**src/rtl/pwm_fault_pkg.sv**
```systemverilog
package pwm_fault_pkg;
  typedef enum logic [2:0] {
    STOP_SW_ONLY     = 3'b000,
    STOP_CMP_LATCH   = 3'b001,
    STOP_EXT_LATCH   = 3'b010,
    STOP_ANY_LATCH   = 3'b011,
    STOP_FOLLOW_BOTH = 3'b100,
    STOP_FOLLOW_HI   = 3'b101,
    STOP_LATCH_HI    = 3'b110,
    STOP_LATCH_BOTH  = 3'b111
  } stop_mode_e;
endpackage

```
**src/rtl/pwm_fault_sync.sv**
```systemverilog
module pwm_fault_sync #(
  parameter int   STAGES  = 2,
  parameter logic RST_VAL = 1'b1
) (
  input  logic clk_i,
  input  logic rst_ni,
  input  logic d_i,
  output logic q_o
);
  logic [STAGES-1:0] sr_q;

  always_ff @(posedge clk_i or negedge rst_ni) begin
    if (!rst_ni) sr_q <= {STAGES{RST_VAL}};
    else         sr_q <= {sr_q[STAGES-2:0], d_i};
  end

  assign q_o = sr_q[STAGES-1];
endmodule

```
**src/rtl/pwm_fault_debounce.sv**
```systemverilog
module pwm_fault_debounce #(
  parameter int CODE_W  = 4,
  parameter int MAX_EXP = 10,
  localparam int CNT_W  = MAX_EXP + 1
) (
  input  logic              clk_i,
  input  logic              rst_ni,
  input  logic              level_i,
  input  logic [CODE_W-1:0] dly_code_i,
  output logic              level_o,
  output logic              fall_o,
  output logic              rise_o
);
  logic [CNT_W-1:0] need, cnt_q, cnt_inc;
  logic             lvl_q, fall_q, rise_q;

  // code 0 -> 1 sample, 1..MAX_EXP-1 -> 2^(c+1), rest saturate
  always_comb begin
    if (int'(dly_code_i) == 0)            need = CNT_W'(1);
    else if (int'(dly_code_i) < MAX_EXP)  need = CNT_W'(1) << (int'(dly_code_i) + 1);
    else                                  need = CNT_W'(1) << MAX_EXP;
  end

  assign cnt_inc = cnt_q + CNT_W'(1);

  always_ff @(posedge clk_i or negedge rst_ni) begin
    if (!rst_ni) begin
      cnt_q  <= '0;
      lvl_q  <= 1'b1;
      fall_q <= 1'b0;
      rise_q <= 1'b0;
    end else begin
      fall_q <= 1'b0;
      rise_q <= 1'b0;
      if (level_i != lvl_q) begin
        if (cnt_inc >= need) begin
          lvl_q  <= level_i;
          fall_q <= ~level_i;
          rise_q <= level_i;
          cnt_q  <= '0;
        end else begin
          cnt_q <= cnt_inc;
        end
      end else begin
        cnt_q <= '0;
      end
    end
  end

  assign level_o = lvl_q;
  assign fall_o  = fall_q;
  assign rise_o  = rise_q;

  AST_CNT_BELOW_LIMIT: assert property (@(posedge clk_i) disable iff (!rst_ni)
    cnt_q < (CNT_W'(1) << MAX_EXP));
  AST_LEVEL_FROM_INPUT: assert property (@(posedge clk_i) disable iff (!rst_ni)
    !$stable(lvl_q) |-> (lvl_q == $past(level_i)));
  AST_PULSE_ON_CHANGE: assert property (@(posedge clk_i) disable iff (!rst_ni)
    (fall_q || rise_q) |-> !$stable(lvl_q));
endmodule

```
**src/rtl/pwm_fault_policy.sv**
```systemverilog
module pwm_fault_policy
  import pwm_fault_pkg::*;
(
  input  logic       clk_i,
  input  logic       rst_ni,
  input  stop_mode_e mode_i,
  input  logic       fall_i,
  input  logic       rise_i,
  input  logic       ext_i,
  input  logic       sw_stop_i,
  input  logic       sw_clr_i,
  output logic       sup_hi_o,
  output logic       sup_lo_o
);
  logic cmp_both, ext_en, cmp_hi, follow_both, follow_hi;
  logic set_both, set_hi;
  logic lat_hi_q, lat_lo_q, tr_hi_q, tr_lo_q;

  assign cmp_both    = mode_i inside {STOP_CMP_LATCH, STOP_ANY_LATCH, STOP_LATCH_BOTH};
  assign ext_en      = mode_i inside {STOP_EXT_LATCH, STOP_ANY_LATCH};
  assign cmp_hi      = (mode_i == STOP_LATCH_HI);
  assign follow_both = (mode_i == STOP_FOLLOW_BOTH);
  assign follow_hi   = follow_both | (mode_i == STOP_FOLLOW_HI);

  assign set_both = sw_stop_i | (fall_i & cmp_both) | (ext_i & ext_en);
  assign set_hi   = set_both | (fall_i & cmp_hi);

  always_ff @(posedge clk_i or negedge rst_ni) begin
    if (!rst_ni) begin
      lat_hi_q <= 1'b0;
      lat_lo_q <= 1'b0;
      tr_hi_q  <= 1'b0;
      tr_lo_q  <= 1'b0;
    end else begin
      if (set_hi)        lat_hi_q <= 1'b1;
      else if (sw_clr_i) lat_hi_q <= 1'b0;
      if (set_both)      lat_lo_q <= 1'b1;
      else if (sw_clr_i) lat_lo_q <= 1'b0;

      if (!follow_hi)  tr_hi_q <= 1'b0;
      else if (fall_i) tr_hi_q <= 1'b1;
      else if (rise_i) tr_hi_q <= 1'b0;

      if (!follow_both) tr_lo_q <= 1'b0;
      else if (fall_i)  tr_lo_q <= 1'b1;
      else if (rise_i)  tr_lo_q <= 1'b0;
    end
  end

  assign sup_hi_o = lat_hi_q | tr_hi_q;
  assign sup_lo_o = lat_lo_q | tr_lo_q;

  AST_SW_STOP_BOTH: assert property (@(posedge clk_i) disable iff (!rst_ni)
    sw_stop_i |=> (sup_hi_o && sup_lo_o));
  AST_LATCH_BOTH_CMP: assert property (@(posedge clk_i) disable iff (!rst_ni)
    (fall_i && mode_i == STOP_LATCH_BOTH) |=> (sup_hi_o && sup_lo_o));
  AST_LO_IMPLIES_HI: assert property (@(posedge clk_i) disable iff (!rst_ni)
    sup_lo_o |-> sup_hi_o);
  AST_FOLLOW_HI_RELEASE: assert property (@(posedge clk_i) disable iff (!rst_ni)
    (rise_i && mode_i == STOP_FOLLOW_HI && !sw_stop_i && sw_clr_i) |=> !sup_hi_o);
endmodule

```
**src/rtl/pwm_fault_stop.sv**
```systemverilog
module pwm_fault_stop
  import pwm_fault_pkg::*;
#(
  parameter int SYNC_STAGES = 2,
  parameter int DLY_CODE_W  = 4,
  parameter int MAX_EXP     = 10
) (
  input  logic                  clk_i,
  input  logic                  rst_ni,
  input  logic                  cmp_raw_i,
  input  logic                  ext_irq_i,
  input  logic                  sw_stop_i,
  input  logic                  sw_clr_i,
  input  logic [2:0]            stop_mode_i,
  input  logic [DLY_CODE_W-1:0] dly_code_i,
  output logic                  suppress_high_o,
  output logic                  suppress_low_o,
  output logic                  fault_irq_o
);
  logic cmp_sync, cmp_lvl, cmp_fall, cmp_rise;

  pwm_fault_sync #(.STAGES(SYNC_STAGES), .RST_VAL(1'b1)) u_sync (
    .clk_i (clk_i),
    .rst_ni(rst_ni),
    .d_i   (cmp_raw_i),
    .q_o   (cmp_sync)
  );

  pwm_fault_debounce #(.CODE_W(DLY_CODE_W), .MAX_EXP(MAX_EXP)) u_debounce (
    .clk_i     (clk_i),
    .rst_ni    (rst_ni),
    .level_i   (cmp_sync),
    .dly_code_i(dly_code_i),
    .level_o   (cmp_lvl),
    .fall_o    (cmp_fall),
    .rise_o    (cmp_rise)
  );

  pwm_fault_policy u_policy (
    .clk_i    (clk_i),
    .rst_ni   (rst_ni),
    .mode_i   (stop_mode_e'(stop_mode_i)),
    .fall_i   (cmp_fall),
    .rise_i   (cmp_rise),
    .ext_i    (ext_irq_i),
    .sw_stop_i(sw_stop_i),
    .sw_clr_i (sw_clr_i),
    .sup_hi_o (suppress_high_o),
    .sup_lo_o (suppress_low_o)
  );

  assign fault_irq_o = cmp_fall | cmp_rise;

  AST_IRQ_MATCHES_LEVEL: assert property (@(posedge clk_i) disable iff (!rst_ni)
    fault_irq_o |-> (cmp_lvl != $past(cmp_lvl)));
  AST_FALL_AFTER_LOW: assert property (@(posedge clk_i) disable iff (!rst_ni)
    cmp_fall |-> !cmp_lvl);
endmodule

```
**config.mk**
```make
export PLATFORM = sky130hd
export DESIGN_NAME = pwm_fault_stop
export DESIGN_NICKNAME = d
export VERILOG_FILES = /design/src/rtl/pwm_fault_pkg.sv /design/src/rtl/pwm_fault_sync.sv /design/src/rtl/pwm_fault_debounce.sv /design/src/rtl/pwm_fault_policy.sv /design/src/rtl/pwm_fault_stop.sv
export SDC_FILE = /design/constraint.sdc
export NUM_CORES = 1
export LEC_CHECK = 0
export BUFFER_PORTS_ARGS = -buffer_cell sky130_fd_sc_hd__buf_4
export CORE_ASPECT_RATIO = 0.8
export CORE_MARGIN = 3
export CORE_UTILIZATION = 53
export CTS_CLUSTER_SIZE = 28
export DETAILED_ROUTE_END_ITERATION = 7
export PLACE_DENSITY_LB_ADDON = 0.08
export SLEW_MARGIN = 0
export SYNTH_ARGS = -nofsm -noshare
export SYNTH_HDL_FRONTEND = slang
export SYNTH_SLANG_ARGS = --single-unit
```
**constraint.sdc**
```tcl
create_clock -name clk_i -period 4.55 [get_ports clk_i]
set_input_delay 0.91 -clock clk_i [delete_from_list [all_inputs] [get_ports clk_i]]
set_output_delay 0.91 -clock clk_i [all_outputs]
set_load 0.02 [all_outputs]
```
==> metrics.md <==
| Metric | Value |
|---|---|
| Run status | complete, no violations |
| Critical R2R Launch | u_debounce.cnt_q[0]$_DFF_PN0_ |
| Worst hold-check path type | reg -> reg |
| Largest family of logic cells by synthesized area | simple AND/OR/NAND/NOR gates |
| Starting Density | 60.7% |
| Core area | 0.00203 mm² |
| Die width | 59.9 µm |
| Tcrit/Tclk final | about three fifths |
| Number of synthesized flops with an enable pin | 0 |
| Seq. cell area | 504 µm² |
| Row count | 14 |
| Synth Area per Inst | 9.87 µm² |
| Number of DRC markers in iteration 0 | 72 |
| Crit path max fanout | 11 |
| Reg2reg setup slack | 1.87 ns |
| Finish-stage setup viols | 0 |
| Via count | 925 |
| Worst reg-to-reg path cell count | 10 |
| CP Cell Sequence | ha_1 > and2_4 > nand2_1 > xnor2_1 > ha_1 > a21oi_1 > o21ai_0 > a21oi_1 > nand3_1 > and2b_1 |
| Arrival time worst endpoint | 2.92 ns |
| Tot GR Track Use | 16.8% |
| Htree depth | 1 |
| CTS tree | yes |
| Chip height | 49.2 µm |
| CP required | 4.79 ns |
| Final Cell Area | 0.00141 mm² |
| Hold-fix buffer count after cts | 0 |
| RR Endpoint | u_debounce.cnt_q[10]$_DFF_PN0_ |
| Hpwl dp | 1790 µm |
| Placement Setup Slack | 1.68 ns |
| Post-Syn Area | 0.00123 mm² |
| Crit path launch type | flop |
| Overflow after GRT | 0 |
| Antenna Nets Post-Route | 0 |
| Adder-Cell Fraction of Synth Area | 12.2% |
| Clock Tree Root | clkbuf_4 |
| Area growth from synthesis to layout | 14.1% |
| Cell count after synthesis | 125 |
| Initial antenna violation count | 0 |
| Kind of critical path | reg -> reg |
| CP Depth | 10 |
| Synth warnings | 0 |
| Area of the multi-input gates | 709 µm² |
| Detailed Route WL | 2160 µm |
| FMAX | roughly 0.37 GHz |
| Setup_tns | 0 ns |
| Fraction of layout cells with a size suffix above 1 | roughly 25% |
| Port bufs | 15 |
| DR DRC count | 0 |
| Bufs on Longest Clock Path | 2 |
| Hold Path Cell Cnt | 0 |
| Syn_nets | 150 |
| Proportion of synthesized area in mux cells | less than 1% |
| RSZ-0062 raised after global routing | no |
| Clk Latency, worst-skew pair | ~0.29 ns |
| Netlist cell types | 32 |
| Max rail drop VDD | ~340 µV |
| Post-DP Area | 0.00137 mm² |
| Drt pass-1 iters | 4 |
| Post-CTS Resized | 0 |
| Crit path max-delay cell type | dfrtp_1 |
| Die area | ~0.0029 mm² |
| Clk pin slew, worst setup/hold paths | 0.10 ns |
| Routability congestion estimate from global placement | 0.822 |
| Vias per cell | around 5.5 |
| Asr flop ratio synth | 100% |
| Setup Fix Bufs, Post-CTS | 0 |
| Most used flip-flop cell after synthesis | dfrtp_1 |
| Sequential-to-total area share from yosys stat | slightly above 40% |
| Crit path time final | about 2.7 ns |
| Worst path top cell family by delay | simple AND/OR/NAND/NOR gates |
| HP Start | u_sync.sr_q[0]$_DFF_PN1_ |
| Synth Area in Compound Gates | under 10% |
| Synth Register Bits | 20 |
| Fillers | 146 |
| Max-cap viol count | 0 |
| Leak | just under 0.0007 µW |
| Clock buffer count from CTS | 3 |
| First-pass GRT wire length | 3690 µm |
| Critical path buffers and inverters | 0 |
| Largest net degree at the start of global routing | 21 |
| WHS Endpoint | u_sync.sr_q[1]$_DFF_PN1_ |
| XOR/XNOR Fraction of Synth Area | under 10% |
| Endpoint class of the critical path | flop |
| Fin. Hold Viols | 0 |
| Inserted Diodes | 0 |
| Commonest non-fill, non-tap cells in the layout | dfrtp_1 (17), nand2_1 (15), buf_4 (15) |
| Worst setup margin | about 1.9 ns |
| Vias in the first global route | 847 |
| Routed WL per cell | approximately 13 µm |
| Ports | 16 |
| Setup Skew | between 0.007 and 0.008 ns |
| Nets | 169 |
| Crit-path max cell delay | 0.45 ns |
| Pwr Density | 331 mW/mm² |
| Slew Viols, Final | 0 |
| Simple logic cell fraction of the synthesized area | 29.6% |
| # clock sinks | 20 |
| Most common cell after layout, fill and taps aside | dfrtp_1 |
==> power breakdown <==
part	total, µW	internal, µW	switching (µW)
sequential	223	203	20.6
clock	96.5	48.7	47.7
combinational	146	62.5	83.8
==> cell usage after synthesis, types with 2 or more instances <==
library cell	count	area, µm²
nor2b_1	10	62.6
inv_1	4	15.0
nor2_1	8	30.0
a21oi_1	8	40.0
and3b_1	2	17.5
nor3_1	3	15.0
nand3_1	6	30.0
xor2_1	2	17.5
xnor2_1	5	43.8
ha_1	12	150
nand2_1	15	56.3
xnor2_2	2	32.5
nand2b_1	4	25.0
o21ai_0	4	20.0
dfrtp_1	17	425
nor2b_2	2	17.5
dfstp_2	3	78.8
or2_2	3	18.8
nand4_1	2	12.5
==> cells by family after synthesis <==
group / count (synthesis)
AND/OR/NAND/NOR: 63
flip-flops: 20
AO/OA/AOI/OAI: 13
adder cells (fa/ha/maj): 12
XOR/XNOR: 10
buffers and inverters: 5
other: 1
multiplexers: 1
==> final cells by class <==
class                           count  area share [%]
Multi-Input combinational cell    100            50.4
Clock buffer                        4            2.58
Timing Repair Buffer               15            8.00
Tap cell                           24            2.13
Sequential cell                    20            35.8
Inverter                            4            1.07
==> stage by stage <==
stage	power (µW)	util [%]	hold slack, ns	cells
6_report	466	69.3	0.361	167
5_1_grt	502	69.3	0.370	167
4_1_cts	470	69.3	0.365	167
3_5_place_dp	373	67.5	0.348	163
3_3_place_gp	367	67.5	0.350	163
2_1_floorplan	329	-	0.345	125
==> state kept, by name, indices dropped and copies added, names as in the netlist <==
signal and flops:
u_policy.lat_hi_q 1, u_debounce.fall_o 1, u_policy.lat_lo_q 1, u_policy.tr_hi_q 1, u_debounce.cnt_q 11, u_policy.tr_lo_q 1, u_debounce.rise_o 1, u_sync.sr_q 2
u_debounce.level_o 1
==> per-layer routing <==
| layer | vias up | routed length [µm] | track usage, % | part of all wire (%) |
|---|---|---|---|---|
| li1 | 461 | - | - | - |
| met1 | 442 | 1090 | 24.3 | 51 |
| met2 | 20 | 946 | 24.3 | 44 |
| met3 | 2 | 113 | 4.76 | 5.2 |
| met4 | 0 | 9 | 4.43 | 0.42 |
| met5 | - | 0 | 0 | 0 |
==> worst max-delay path by stage <==
stage / start / to / slack [ns]
after CTS: u_debounce.cnt_q[0]$_DFF_PN0_ / u_debounce.cnt_q[10]$_DFF_PN0_ / 1.90
after floorplan: dly_code_i[2] / u_debounce.level_o$_DFFE_PN1P_ / 2.20
after detailed placement: dly_code_i[1] / u_debounce.cnt_q[10]$_DFF_PN0_ / 1.68
final: u_debounce.cnt_q[0]$_DFF_PN0_ / u_debounce.cnt_q[10]$_DFF_PN0_ / 1.87
after global routing: u_debounce.cnt_q[0]$_DFF_PN0_ / u_debounce.cnt_q[10]$_DFF_PN0_ / 1.65
after global placement: dly_code_i[3] / u_debounce.cnt_q[10]$_DFF_PN0_ / 1.77
(Power assumes the default switching activity.)
